**config.mk**
```make
export PLATFORM = sky130hd
export DESIGN_NAME = mux_bus_sequencer
export DESIGN_NICKNAME = d
export VERILOG_FILES = /design/src/rtl/busseq_pkg.sv /design/src/rtl/busseq_phase_ctrl.sv /design/src/rtl/busseq_req_hold.sv /design/src/rtl/busseq_lane_drv.sv /design/src/rtl/mux_bus_sequencer.sv
export SDC_FILE = /design/constraint.sdc
export NUM_CORES = 1
export LEC_CHECK = 0
export BUFFER_PORTS_ARGS = -buffer_cell sky130_fd_sc_hd__buf_2
export CORE_ASPECT_RATIO = 1.5
export CORE_MARGIN = 5
export CORE_UTILIZATION = 30
export CTS_BUF_LIST = sky130_fd_sc_hd__clkbuf_8
export DETAILED_ROUTE_END_ITERATION = 7
export PLACE_DENSITY = 0.63
export RECOVER_POWER = 50
export SKIP_LAST_GASP = 1
export SYNTH_ARGS = -nofsm -noshare
export SYNTH_HDL_FRONTEND = slang
export SYNTH_SLANG_ARGS = --single-unit
```
**constraint.sdc**
```tcl
create_clock -name clk -period 1.4 [get_ports clk]
set_input_delay 0 -clock clk [delete_from_list [all_inputs] [get_ports clk]]
set_output_delay 0 -clock clk [all_outputs]
set_load 0.01 [all_outputs]
```
**src/rtl/busseq_pkg.sv**
```systemverilog
package busseq_pkg;
  typedef enum logic [2:0] {
    PH_IDLE = 3'd0,
    PH_ADDR = 3'd1,
    PH_ASTB = 3'd2,
    PH_TURN = 3'd3,
    PH_DSTB = 3'd4,
    PH_DONE = 3'd5
  } phase_e;
endpackage

```
**src/rtl/busseq_phase_ctrl.sv**
```systemverilog
module busseq_phase_ctrl
  import busseq_pkg::*;
(
  input  logic   clk,
  input  logic   rst_n,
  input  logic   start_req,
  input  logic   hold,
  output phase_e phase,
  output logic   accept,
  output logic   sample_en
);
  phase_e phase_q;
  phase_e phase_d;

  assign accept    = (phase_q == PH_IDLE) && start_req && !hold;
  assign sample_en = (phase_q == PH_DSTB) && !hold;
  assign phase     = phase_q;

  always_comb begin
    phase_d = phase_q;
    if (!hold) begin
      unique case (phase_q)
        PH_IDLE: if (start_req) phase_d = PH_ADDR;
        PH_ADDR: phase_d = PH_ASTB;
        PH_ASTB: phase_d = PH_TURN;
        PH_TURN: phase_d = PH_DSTB;
        PH_DSTB: phase_d = PH_DONE;
        PH_DONE: phase_d = PH_IDLE;
        default: phase_d = PH_IDLE;
      endcase
    end
  end

  always_ff @(posedge clk or negedge rst_n) begin
    if (!rst_n) phase_q <= PH_IDLE;
    else        phase_q <= phase_d;
  end


  lp_freeze_chk: assert property (@(posedge clk) disable iff (!rst_n)
    hold |=> $stable(phase_q));
endmodule

```
**src/rtl/busseq_req_hold.sv**
```systemverilog
module busseq_req_hold #(
  parameter int ADDR_W = 13,
  parameter int DATA_W = 8
) (
  input  logic              clk,
  input  logic              rst_n,
  input  logic              load,
  input  logic [ADDR_W-1:0] addr_in,
  input  logic              we_in,
  input  logic              fetch_in,
  input  logic [DATA_W-1:0] wdata_in,
  output logic [ADDR_W-1:0] addr_q,
  output logic              we_q,
  output logic              fetch_q,
  output logic [DATA_W-1:0] wdata_q
);
  logic [ADDR_W-1:0] addr_d;
  logic              we_d;
  logic              fetch_d;
  logic [DATA_W-1:0] wdata_d;

  always_comb begin
    addr_d  = addr_q;
    we_d    = we_q;
    fetch_d = fetch_q;
    wdata_d = wdata_q;
    if (load) begin
      addr_d  = addr_in;
      we_d    = we_in;
      fetch_d = fetch_in;
      wdata_d = wdata_in;
    end
  end

  always_ff @(posedge clk or negedge rst_n) begin
    if (!rst_n) begin
      addr_q  <= '0;
      we_q    <= 1'b0;
      fetch_q <= 1'b0;
      wdata_q <= '0;
    end else begin
      addr_q  <= addr_d;
      we_q    <= we_d;
      fetch_q <= fetch_d;
      wdata_q <= wdata_d;
    end
  end
endmodule

```
**src/rtl/busseq_lane_drv.sv**
```systemverilog
module busseq_lane_drv
  import busseq_pkg::*;
#(
  parameter int DATA_W = 8
) (
  input  logic              clk,
  input  logic              rst_n,
  input  phase_e            phase,
  input  logic              we,
  input  logic [DATA_W-1:0] addr_lo,
  input  logic [DATA_W-1:0] wdata,
  input  logic              sample_en,
  input  logic [DATA_W-1:0] lane_i,
  output logic [DATA_W-1:0] lane_o,
  output logic              lane_oe,
  output logic [DATA_W-1:0] rdata
);
  logic [DATA_W-1:0] rdata_d;

  always_comb begin
    lane_o  = '0;
    lane_oe = 1'b0;
    unique case (phase)
      PH_ADDR, PH_ASTB: begin
        lane_o  = addr_lo;
        lane_oe = 1'b1;
      end
      PH_DSTB: begin
        if (we) begin
          lane_o  = wdata;
          lane_oe = 1'b1;
        end
      end
      default: begin
        lane_o  = '0;
        lane_oe = 1'b0;
      end
    endcase
  end

  always_comb begin
    rdata_d = rdata;
    if (sample_en && !we) rdata_d = lane_i;
  end

  always_ff @(posedge clk or negedge rst_n) begin
    if (!rst_n) rdata <= '0;
    else        rdata <= rdata_d;
  end


  turn_release_chk: assert property (@(posedge clk) disable iff (!rst_n)
    (phase == PH_TURN) |-> !lane_oe);
endmodule

```
**src/rtl/mux_bus_sequencer.sv**
```systemverilog
module mux_bus_sequencer
  import busseq_pkg::*;
#(
  parameter int ADDR_W = 13,
  parameter int DATA_W = 8
) (
  input  logic                     clk,
  input  logic                     rst_n,
  input  logic                     low_pwr,
  input  logic                     req,
  input  logic                     req_we,
  input  logic                     req_fetch,
  input  logic [ADDR_W-1:0]        req_addr,
  input  logic [DATA_W-1:0]        req_wdata,
  output logic                     ack,
  output logic [DATA_W-1:0]        rdata,
  output logic [DATA_W-1:0]        lane_o,
  output logic                     lane_oe,
  input  logic [DATA_W-1:0]        lane_i,
  output logic [ADDR_W-DATA_W-1:0] addr_hi,
  output logic                     as_o,
  output logic                     ds_o,
  output logic                     rd_wr_n,
  output logic                     fetch_o
);
  localparam int HI_W = ADDR_W - DATA_W;

  logic        rst_meta;
  logic        rst_s;
  phase_e      phase;
  logic        accept;
  logic        sample_en;
  logic [ADDR_W-1:0] addr_q;
  logic        we_q;
  logic        fetch_q;
  logic [DATA_W-1:0] wdata_q;
  logic        busy;

  // reset: asserted at once, released after two clock edges
  always_ff @(posedge clk or negedge rst_n) begin
    if (!rst_n) begin
      rst_meta <= 1'b0;
      rst_s    <= 1'b0;
    end else begin
      rst_meta <= 1'b1;
      rst_s    <= rst_meta;
    end
  end

  busseq_phase_ctrl u_phase (
    .clk       (clk),
    .rst_n     (rst_s),
    .start_req (req),
    .hold      (low_pwr),
    .phase     (phase),
    .accept    (accept),
    .sample_en (sample_en)
  );

  busseq_req_hold #(.ADDR_W(ADDR_W), .DATA_W(DATA_W)) u_hold (
    .clk      (clk),
    .rst_n    (rst_s),
    .load     (accept),
    .addr_in  (req_addr),
    .we_in    (req_we),
    .fetch_in (req_fetch),
    .wdata_in (req_wdata),
    .addr_q   (addr_q),
    .we_q     (we_q),
    .fetch_q  (fetch_q),
    .wdata_q  (wdata_q)
  );

  busseq_lane_drv #(.DATA_W(DATA_W)) u_lane (
    .clk       (clk),
    .rst_n     (rst_s),
    .phase     (phase),
    .we        (we_q),
    .addr_lo   (addr_q[DATA_W-1:0]),
    .wdata     (wdata_q),
    .sample_en (sample_en),
    .lane_i    (lane_i),
    .lane_o    (lane_o),
    .lane_oe   (lane_oe),
    .rdata     (rdata)
  );

  assign busy    = (phase != PH_IDLE);
  assign addr_hi = addr_q[ADDR_W-1 -: HI_W];
  assign as_o    = (phase == PH_ASTB) && !low_pwr;
  assign ds_o    = (phase == PH_DSTB) && !low_pwr;
  assign ack     = (phase == PH_DONE) && !low_pwr;
  assign rd_wr_n = !(busy && we_q);
  assign fetch_o = fetch_q && (phase inside {PH_ADDR, PH_ASTB, PH_TURN, PH_DSTB});


  as_single_chk: assert property (@(posedge clk) disable iff (!rst_s)
    as_o |=> !as_o);

  ds_single_chk: assert property (@(posedge clk) disable iff (!rst_s)
    ds_o |=> !ds_o);

  ack_single_chk: assert property (@(posedge clk) disable iff (!rst_s)
    ack |=> !ack);

  as_lane_chk: assert property (@(posedge clk) disable iff (!rst_s)
    as_o |-> lane_oe);

  ds_dir_chk: assert property (@(posedge clk) disable iff (!rst_s)
    ds_o |-> (lane_oe == !rd_wr_n));

  ds_fetch_chk: assert property (@(posedge clk) disable iff (!rst_s)
    $fell(ds_o) && !low_pwr |-> !fetch_o);
endmodule

```
==> results of run 1 <==
## through the flow
step | power (mW) | worst slack, ns | instance area [um2] | utilization | hold slack [ns]
floorplan | 3.11 | -0.0501 | 1590 | - | -0.296
global placement | 3.78 | -0.0479 | 2020 | 0.394 | -0.213
finish | 5.01 | -0.186 | 2570 | 0.502 | 0.0139
detailed placement | 3.82 | -0.0709 | 2020 | 0.394 | -0.211
global route | 5.33 | -0.240 | 2570 | 0.502 | 0.0206
CTS | 4.88 | -0.198 | 2510 | 0.490 | 0.00748
## logic make-up after synthesis
| kind of cell | after synthesis |
|---|---|
| compound gates | 17 |
| flops | 36 |
| mux | 31 |
| buf+inv | 12 |
| other cells | 1 |
| xor+xnor | 1 |
| simple gates | 16 |
## critical path: cells and delay by family, from the launching register on
kind / cells / cell delay (ns)
simple gates: 3 / 0.51
flops: 1 / 0.42
buf+inv: 3 / 0.38
## timing repair
action,in CTS,in global routing
setup buffers,3,0
pin swaps,9,1
setup endpoints to repair,22,29
hold endpoints to repair,33,0
resized for setup,13,11
cloned,1,1
hold buffers,32,0
## power by group
group | switching, mW | internal, mW | leakage (nW)
sequential | 0.310 | 1.53 | 0.435
combinational | 1.03 | 1.45 | 0.774
clock | 0.354 | 0.331 | 0.0452
## per-layer routing
metal | vias up | part of all wire | global-route usage
li1 | 614 | - | -
met1 | 645 | 0.37 | 0.127
met5 | - | 0 | 0
met4 | 0 | 0.024 | 0.0556
met2 | 31 | 0.57 | 0.238
met3 | 11 | 0.041 | 0.0388
## layout make-up
cell class / count / area share
Timing Repair Buffer: 110 / 0.321
Multi-Input combinational cell: 66 / 0.264
Clock inverter: 2 / 0.00340
Sequential cell: 36 / 0.351
Tap cell: 68 / 0.0331
Inverter: 1 / 0.00146
Clock buffer: 5 / 0.0268
## flip-flops by register name, summed over array words and instances (netlist names)
| signal | cells |
|---|---|
| u_hold.addr_q | 13 |
| u_hold.wdata_q | 8 |
| u_lane.rdata | 8 |
| u_phase.phase | 3 |
| rst_meta | 1 |
| rst_s | 1 |
| u_hold.fetch_q | 1 |
| u_hold.we_q | 1 |
## layout by cell type, fill, tap and decap left out, drive strengths merged
cell	count
conb	1
o21ai	4
clkinv	1
a22o	8
xnor2	1
a21oi	2
nand2	2
dfrtp	36
nand3	1
and3	1
and2	1
or2	1
nor4	1
nor2	5
inv	2
nand2b	3
buf	74
dlygate4sd3	32
mux2	31
o31ai	3
clkbuf	9
nor3	1
## final timing paths
check                                      start          endpoint  slack [ns]  cells past startpoint
worst min register to register             rst_s  u_hold.addr_q[2]        0.29                      1
worst min-delay path                     low_pwr  u_phase.phase[1]        0.01                      2
min in group asynchronous                  rst_n          rst_meta        0.04                      2
worst max register to register  u_phase.phase[1]   u_lane.rdata[3]       -0.15                      4
worst max-delay path            u_phase.phase[0]           lane_oe       -0.19                      6
max in group asynchronous                  rst_s  u_phase.phase[1]        0.42                      1
==> results.md, run 1 <==
Hold path:
- The min-delay analysis places its worst path in the category input port to register.

Floorplan:
- The die extent in x is 69.0 um.
- The die covers 0.00680 mm2.
- The boundary pin count is 62.
- For this configuration, the core starts out at a cell density of 0.306.
- The floorplan row count is 32.
- The standard cell core area is 0.00512 mm2.
- From bottom edge to top edge, the die measures 98.5 um.

Global routing:
- In the global route stage, overall resource usage came out at 0.127.
- After global routing the overflow that remains totals 0.
- The via count of the first global-routing pass is 1408.
- The initial antenna violation count is 0.
- The first global-routing pass estimated 6810 um of wire.
- The pin count of the biggest net entering global routing is 20.

Setup path:
- The startpoint-to-endpoint class of the critical path is register to primary output.
- The signal on the critical path passes through buf_6, nor2_4, and3_4, buf_12, or2_2, buf_6.
- The maximum fanout count along the critical path is 9.
- At the worst endpoint, the required time is 1.40 ns.
- The delay of the slowest cell on the worst path is 0.42 ns.
- The arrival time at the worst endpoint is 1.59 ns.
- Among all stages on the critical path, the largest delay is contributed by dfrtp_1.
- The cell repeated most along the worst path is buf_6.
- The worst setup path is launched from a register.
- The critical path capture point type is a primary output.

Finish:
- The number of antenna repair diodes is 0.
- The sequential standard cell area is 902 um2.
- Summing all multi-input logic gate instances after layout gives 678 um2.
- The final cell count without fillers is 288.
- The layout has 492 filler cells.
- In the final layout, the share of cells above drive strength 1 is 0.564.
- For this run, the post-layout net count is 255.
- The area growth from synthesis to layout is 64.1%.

Clocking:
- The number of sinks on the clock net is 36.
- TritonCTS built the clock tree.
- After clock tree synthesis, the clock-pin slew on the worst setup and hold paths is 0.07 ns.
- In this run the clock root is driven by a clkbuf_8.
- The H-tree was split into 2 levels.
- The maximum count of clock buffers along a single path is 2.
- The number of buffers added by the clock tree synthesis step is 5.
- The clock reaches the later pin of the worst-skew pair after 0.28 ns.

Route:
- The first-pass iteration count of the detailed router is 2.
- The routed wirelength normalized by instance count is 14.4 um.
- After the first detailed-routing iteration, the DRC count stood at 43.
- The detailed-route via count is 1301.
- After detailed routing, the number of remaining DRC violations is 0.
- Dividing the detail-routed via count by the number of cells gives 4.52.
- The final layout contains routed wiring with a total length of 4140 um.
- The number of nets with antenna violations after routing is 0.

Logic synthesis:
- Ranked by instance count, the synthesized netlist is headed by 36 x dfrtp_1, 23 x mux2_2, 8 x a22o_1, 8 x mux2_1, 5 x buf_4.
- The sequential share of the synthesized area is 0.575.
- After technology mapping, the gate count stands at 114.
- In the post-synthesis netlist, the biggest area contributors are dfrtp_1 57%, mux2_2 17%, mux2_1 5.7%, a22o_1 4.5%, buf_4 2.4%.
- Counting flops with an async set or reset pin after synthesis yields a share of 1.00.
- The number of different library cells in the post-synthesis netlist is 25.
- The fraction of post-synthesis cell area in the top cell type by area is 0.575.
- The compound-gate portion of the synthesized area was 0.0806.
- Of the total synthesized cell area, the portion taken by XOR and XNOR cells is 0.00559.
- Of the total synthesized cell area, the portion taken by full adders, half adders and majority gates is 0.
- The cell taking the most area after synthesis is dfrtp_1.
- After synthesis, the share of cell area in mux cells is 0.223.
- During synthesis, Yosys emitted a total of 0 warnings.
- The post-synthesis register bit count is 36.
- The mean cell area of the mapped netlist is 13.8 um2.
- The cell area after synthesis is 0.00157 mm2.
- The most common cell in the synthesized netlist is dfrtp_1.
- The leading register cell type out of synthesis is dfrtp_1.
- After synthesis, the largest family of logic cells by area is multiplexers.
- The area share of and/or/nand/nor cells after synthesis is 0.0654.
- The count of flip-flops with a built-in enable after synthesis is 0.
- The number of nets handed over by synthesis was 149.

Timing:
- For the finished layout, the period the worst path requires is 1.59 ns.
- The worst clock skew is 0.00912 ns.
- The final clock period utilization by the worst path is 1.13.
- The measured slew at the worst slew-check pin is 0.824 ns.
- Setup repair after global routing could not meet its margin everywhere.
- Summed over all failing endpoints, the final setup total negative slack is -2.49 ns.
- The number of setup violations in the final report is 19.
- The count of endpoints failing hold in the final timing report is 0.
- The final worst setup slack is -0.186 ns.
- In this run the tightest slew margin relative to its limit is 0.451.
- The achievable frequency is 0.631 GHz.
- The number of max-slew violations in the final report was 0.

Place:
- The instance count after placement with tap cells included is 244.
- Detailed placement ended at an HPWL of 2640 um.
- The congestion estimate from routability-driven global placement came to 0.730.
- The total of buffers placed on input and output ports is 61.

Pwr:
- The power per cell area is 1950 mW/mm2.
- IR analysis of the VDD net gives a maximum drop of 0.880 mV.
- The analysis attributes to cell leakage a power of 1.25 nW.

Flow run:
- Max-cap violations in this run came to 0.

Outcome:
- The run finished, with violations left.
- The checks that failed: setup timing.
Power figures use the tool's default switching activity.
==> run 2: changes to the inputs <==
clock period = 1.9 ns   (was 1.4 ns; I/O delays follow)
==> results.md, run 2 (synthesis results as in run 1) <==
Outcome:
- The flow ran to the end, and the final reports show no timing, DRC or antenna violations.

Floorplan:
- The standard cell core area is 0.00512 mm2 (unchanged).
- The area of the die is 0.00680 mm2 (unchanged).
- The die extent in x is 69.0 um (unchanged).
- The chip height was 98.5 um (unchanged).
- The boundary pin count was 62 (unchanged).
- The floorplan row count is 32 (unchanged).
- The initial core utilization is 0.306 (unchanged).

Hold path:
- The class of the most critical hold timing path is input port to asynchronous set/reset pin.

Flow run:
- The max-cap check violation count is 0 (unchanged).

Clocking:
- The number of buffers added by the clock tree synthesis step is 5 (unchanged).
- The buffers inserted during post-CTS setup optimization is 0 (-3).
- The clock latency reported for the late side of the worst-skew pair is 0.28 ns (about the same).
- The TritonCTS clock tree is done.
- The maximum level of the CTS H-tree was 2 (unchanged).
- The number of sinks on the clock net was 36 (unchanged).
- In this run the clock root is driven by a clkbuf_8.
- The maximum count of clock buffers along a single path is 2 (unchanged).
- The clock transition time at the flip-flop clock pins of the worst setup and hold paths is 0.07 ns (about the same).

Global routing:
- The total overflow reported by the global router is 0 (unchanged).
- The via count of the first global-routing pass came to 1386 (-1.6%).
- The global-route total usage across every layer was 0.121 (-0.00586).
- The initial antenna violation count is 0 (unchanged).
- The first-pass GRT wire length is 6510 um (-4.5%).
- The pin count of the biggest net entering global routing came to 21 (+5.0%).

Place:
- The weighted congestion at the end of routability-driven global placement came to 0.751 (+3.0%).
- The post-detailed-placement half-perimeter wirelength came to 2630 um (-0.36%).
- The total of buffers placed on input and output ports was 61 (unchanged).
- The post-placement worst setup slack came to 0.214 ns (+0.284 ns).

Timing:
- The count of endpoints failing hold in the final timing report is 0 (unchanged).
- The worst clock skew came to 0.00413 ns (-0.00499 ns).
- Of the available clock period, the critical path in the final layout requires 0.927.
- The number of max-slew violations in the final report is 0 (unchanged).
- The achievable frequency is 0.568 GHz.
- After layout, the minimum clock period comes to 1.76 ns.
- The worst relative slew slack is 0.322 (-0.129).
- The final worst setup slack was 0.138 ns (+0.324 ns).
- Setup repair after global routing left no endpoint under its margin.
- The aggregate negative setup slack is 0 ns (+2.49 ns).
- The number of setup violations in the final report is 0 (-19).
- The measured slew at the worst slew-check pin is 1.02 ns (+0.193 ns).

Pwr:
- The peak ir drop on the vdd network is 0.535 mV (-39%).
- The leakage power was 1.08 nW (-14%).
- The post-layout total power came to 3.33 mW (-33%).
- The power per cell area was 1420 mW/mm2 (-27%).

Setup path:
- STA classifies the critical path endpoint as a primary output.
- The required time at the worst-slack endpoint is 1.90 ns (+0.50 ns).
- The maximum fanout count along the critical path is 10 (+1).
- The worst-case reg-to-reg path depth was 3 (-1).
- The arrival time at the worst endpoint was 1.76 ns (+0.17 ns).
- The start of the worst register-to-register path is u_phase.phase[2].
- STA classifies the critical path startpoint as a register.
- The startpoint-to-endpoint class of the critical path is register to primary output.
- The flop-to-flop setup slack is 0.22 ns (+0.37 ns).
- In this run the critical register-to-register path is captured at u_lane.rdata[0].

Finish:
- The area growth from synthesis to layout is 49.7%.
- The most common library cell in the layout ignoring fill and taps is buf_2.
- More flip-flops sit in one register than any other, and that register is u_hold.addr_q.
- The number of antenna repair diodes is 0 (unchanged).
- The largest registers in the layout are u_hold.addr_q x13, u_hold.wdata_q x8, u_lane.rdata x8.
- The number of filler cells placed in the layout is 504 (+2.4%).
- The number of nets in the finished design is 243 (-4.7%).
- The area taken by multi-input logic gates is 592 um2 (-13%).
- The fraction of final layout cells sized beyond drive strength 1 is 0.416 (-0.147).
- The number of flip-flops under the largest register name is 13 (unchanged).
- The post-layout utilization of the core is 0.458 (-0.0439).
- The sequential standard cell area is 901 um2 (-0.14%).
- The top cell types in the final layout, fill and taps aside, are 48 x buf_2, 36 x dfrtp_1, 33 x dlygate4sd3_1.

Route:
- The routed wirelength normalized by instance count came to 13.6 um (-5.6%).
- The detail-routed via count per cell is 4.38 (-3.1%).
- The detailed-route via count is 1213 (-6.8%).
- The number of nets with antenna violations after routing is 0 (unchanged).
- The residual DRC count was 0 (unchanged).
- The total wirelength of the detailed-routed design is 3760 um (-9.2%).
- The number of DRC markers after the initial detailed-route iteration is 23 (-47%).
- The first-pass iteration count of the detailed router is 6 (+4).
## run 2: cell types whose count changed in the layout (fill, tap and decap cells not counted), moves of 2 or more
cell      change
buf_12        -2
buf_6         -4
mux2_4        -9
buf_4         -6
mux2_1        +8
clkbuf_1     +13
nand2b_1      +2
buf_2        -11
nand2b_4      -2
## run 2: how the worst max path moves through the flow
stage                           from         endpoint  slack (ns)  depth (start not counted)
floorplan           u_phase.phase[0]  u_lane.rdata[0]        0.42                          3
global placement    u_phase.phase[2]  u_lane.rdata[3]        0.26                          3
detailed placement  u_phase.phase[2]  u_lane.rdata[0]        0.21                          3
CTS                 u_phase.phase[0]        lane_o[7]        0.07                          4
global route        u_phase.phase[1]          lane_oe        0.07                          5
finish              u_phase.phase[1]          lane_oe        0.14                          5
## run 2: repair_timing
action / in CTS / in global routing
gates resized for setup: 0 / 1
hold endpoints to repair: 34 / 0
hold buffers: 33 / 0
endpoints found under the setup margin: 0 / 5
## run 2: cell type report
type                       count  share of cell area
tap                           68              0.0362
sequential                    36               0.384
inverter                       1             0.00160
timing repair buffer          98               0.279
multi-input combinational     66               0.252
clock inverter                 3              0.0181
clock buffer                   5              0.0293
## run 2: metal layers
layer	wire length, um	track usage	vias to the layer above
met3	135	0.0357	8
met4	95	0.0617	0
li1	-	-	582
met1	1420	0.125	595
met2	2110	0.220	28
met5	0	0	-
## run 2: stage by stage
step / hold slack, ns / instances / instance area, um2
floorplan: -0.296 / 114 / 1570
global placement: -0.213 / 236 / 1930
detailed placement: -0.212 / 236 / 1930
CTS: 0.0163 / 277 / 2370
global route: 0.0340 / 277 / 2350
finish: 0.0333 / 277 / 2350
## run 2: power breakdown
| part | switching (mW) | internal [mW] | total (mW) |
|---|---|---|---|
| clock | 0.275 | 0.388 | 0.663 |
| sequential | 0.258 | 1.12 | 1.38 |
| combinational | 0.589 | 0.695 | 1.28 |
| total | 1.12 | 2.21 | 3.33 |
## run 2: critical path, stage by stage, from the launching register on
cell,delay (ns)
dfrtp_1,0.56
nand2b_1,0.23
a21oi_2,0.07
buf_4,0.18
or2_2,0.29
buf_2,0.14
==> run 3: changes to the inputs <==
MAX_ROUTING_LAYER = met4   (was default)
PLACE_DENSITY = 0.53   (was 0.63)
==> results.md, run 3 (synthesis results as in run 1) <==
Global routing:
- The total overflow reported by the global router is 0 (unchanged).
- The pin count of the biggest net entering global routing came to 20 (-4.8%).
- The via count of the first global-routing pass is 1326 (-4.3%).
- The initial antenna violation count is 0 (unchanged).
- The global-route total usage across every layer came to 0.120 (-0.00140).
- The first-pass GRT wire length is 6380 um (-1.9%).

Route:
- The amount of wire on met2 after detailed routing is 2050 um (-2.9%).
- The uppermost metal layer occupied by signal nets is met4.
- The number of DRC markers after the initial detailed-route iteration came to 27 (+17%).
- The routed wirelength normalized by instance count is 13.4 um (-1.4%).
- The total wirelength of the detailed-routed design is 3680 um (-2.1%).
- The number of nets with antenna violations after routing is 0 (unchanged).
- The first-pass iteration count of the detailed router is 4 (-2).
- The residual DRC count is 0 (unchanged).
- The routed metal-1 wirelength is 1390 um (-2.3%).
- The detailed-route via count was 1225 (+0.99%).
- The wire length on met3 is 176 um (+30%).
- The detail-routed via count per cell is 4.45 (+1.7%).

Clocking:
- The number of sinks on the clock net is 36 (unchanged).
- CTS placed an instance of clkbuf_8 at the clock tree root.
- The number of buffers added by the clock tree synthesis step is 5 (unchanged).
- The maximum level of the CTS H-tree came to 2 (unchanged).
- The maximum count of clock buffers along a single path was 2 (unchanged).
- The buffers inserted during post-CTS setup optimization came to 0 (unchanged).
- The clock transition time at the flip-flop clock pins of the worst setup and hold paths is 0.06 ns (about the same).
- The clock latency reported for the late side of the worst-skew pair is 0.28 ns (about the same).
- TritonCTS built the clock tree.

Setup path:
- The launching instance or port of the critical path is u_phase.phase[2].
- The startpoint-to-endpoint class of the critical path is register to register.
- The worst register-to-register path ends at u_lane.rdata[1].
- The delay of the slowest cell on the worst path is 0.57 ns (about the same).
- The arrival time at the worst endpoint is 1.88 ns (+0.12 ns).
- The signal on the critical path passes through nand2b_1, nor4_4, mux2_2.
- The required time at the worst-slack endpoint is 2.06 ns (+0.16 ns).
- The maximum fanout count along the critical path is 11 (+1).
- The start of the worst register-to-register path is u_phase.phase[2].
- The largest individual stage delay along the critical path comes from the cell dfrtp_1.
- The worst-case reg-to-reg path depth was 3 (unchanged).
- The type of element launching the critical path is a register.
- The critical path capture point type is a register.
- The flop-to-flop setup slack came to 0.18 ns (-0.04 ns).

Flow run:
- The max-cap check violation count is 0 (unchanged).

Timing:
- The final clock period utilization by the worst path is 0.905 (-0.0228).
- Setup repair after global routing left no endpoint under its margin.
- The number of max-slew violations in the final report came to 0 (unchanged).
- The number of setup violations in the final report is 0 (unchanged).
- The count of endpoints failing hold in the final timing report came to 0 (unchanged).
- The final worst setup slack is 0.181 ns (+0.0432 ns).
- The achievable frequency is 0.582 GHz (+2.5%).
- The final period demand of the worst path was 1.72 ns (-0.0432 ns).
- The measured slew at the worst slew-check pin was 0.847 ns (-0.170 ns).
- The worst clock skew is 0.00793 ns (+0.00380 ns).
- The worst relative slew slack is 0.435 (+0.112).
- The worst hold margin is 0.0117 ns (-0.0216 ns).
- The aggregate negative setup slack came to 0 ns (unchanged).

Finish:
- The number of filler cells placed in the layout is 523 (+3.8%).
- The number of flip-flops under the largest register name is 13 (unchanged).
- The summed area of non-filler cells in the final layout is 0.00232 mm2 (-1.3%).
- The number of antenna repair diodes is 0 (unchanged).
- The area growth from synthesis to layout is 47.8%.
- Leaving out fill and tap cells, the most frequent cell in the layout is buf_2.
- In the layout the commonest cells are 47 x buf_2, 36 x dfrtp_1, 32 x dlygate4sd3_1.
- The fraction of final layout cells sized beyond drive strength 1 is 0.415 (-0.000809).
- In the final layout, the registers with the most flip-flops are u_hold.addr_q x13, u_hold.wdata_q x8, u_lane.rdata x8.
- The register with the most flip-flops is u_hold.addr_q.
- The number of nets in the finished design was 241 (-0.82%).

Floorplan:
- The die extent in x is 69.0 um (unchanged).
- The floorplan row count is 32 (unchanged).
- The area of the die is 0.00680 mm2 (unchanged).
- The boundary pin count is 62 (unchanged).
- The standard cell core area is 0.00512 mm2 (unchanged).
- The chip height was 98.5 um (unchanged).
- The initial core utilization came to 0.306 (unchanged).

Pwr:
- The post-layout total power is 3.20 mW (-3.8%).
- The leakage power is 1.08 nW (-0.48%).
- The peak ir drop on the vdd network came to 0.688 mV (+29%).
- The power per cell area is 1380 mW/mm2 (-2.5%).

Hold path:
- In this run the worst hold path is classified as input port to register.
- Counting instances, the worst hold path has a depth of 2.
- The end point of the most critical hold path is u_phase.phase[1].
- The source of the worst hold timing path is low_pwr.

Place:
- The instance area after placement was 0.00192 mm2 (-0.39%).
- The post-placement worst setup slack is 0.207 ns (-0.00678 ns).
- The total of buffers placed on input and output ports was 61 (unchanged).
- The weighted congestion at the end of routability-driven global placement was 0.807 (+7.4%).
- The post-detailed-placement half-perimeter wirelength was 2710 um (+3.0%).

Outcome:
- The flow ran to the end, and the final reports show no timing, DRC or antenna violations.
## run 3: layout make-up
class / instances / area, um2 / share of cell area
timing repair buffer: 96 / 636 / 0.274
sequential: 36 / 901 / 0.389
clock buffer: 6 / 82.6 / 0.0356
inverter: 1 / 3.75 / 0.00162
clock inverter: 2 / 10.0 / 0.00432
multi-input combinational: 66 / 599 / 0.259
tap: 68 / 85.1 / 0.0367
## run 3: worst max-delay path: cells and delay by family (launching register included)
family / cells / cell delay [ns]
flip-flops: 1 / 0.57
multiplexers: 1 / 0.40
AND/OR/NAND/NOR: 2 / 0.63
## run 3: worst max-delay path by stage
stage          slack, ns  cells after the start         endpoint
5_1_grt             0.05                      3  u_lane.rdata[6]
3_5_place_dp        0.21                      3  u_lane.rdata[1]
2_1_floorplan       0.42                      3  u_lane.rdata[0]
3_3_place_gp        0.28                      3  u_lane.rdata[4]
6_report            0.18                      3  u_lane.rdata[1]
4_1_cts             0.06                      4        lane_o[2]
## run 3: stage by stage
stage	util	cells
after detailed placement	0.375	235
after CTS	0.455	275
after floorplan	-	114
final	0.452	275
after global routing	0.452	275
after global placement	0.375	235
## run 3: routing by layer
| layer | vias up | track usage |
|---|---|---|
| met5 | - | - |
| met2 | 37 | 0.206 |
| met4 | 0 | 0.0556 |
| met1 | 602 | 0.126 |
| met3 | 8 | 0.0347 |
| li1 | 578 | - |
## run 3: what timing repair did
item	in CTS	in global routing
endpoints found under the hold margin	33	0
hold buffers	32	0
resized for setup	0	2
endpoints found under the setup margin	0	9
## run 3: report_power, final
part	internal, mW	total (mW)	switching (mW)
registers	1.13	1.40	0.273
clock network	0.289	0.540	0.251
logic	0.675	1.27	0.590
total	2.09	3.20	1.11
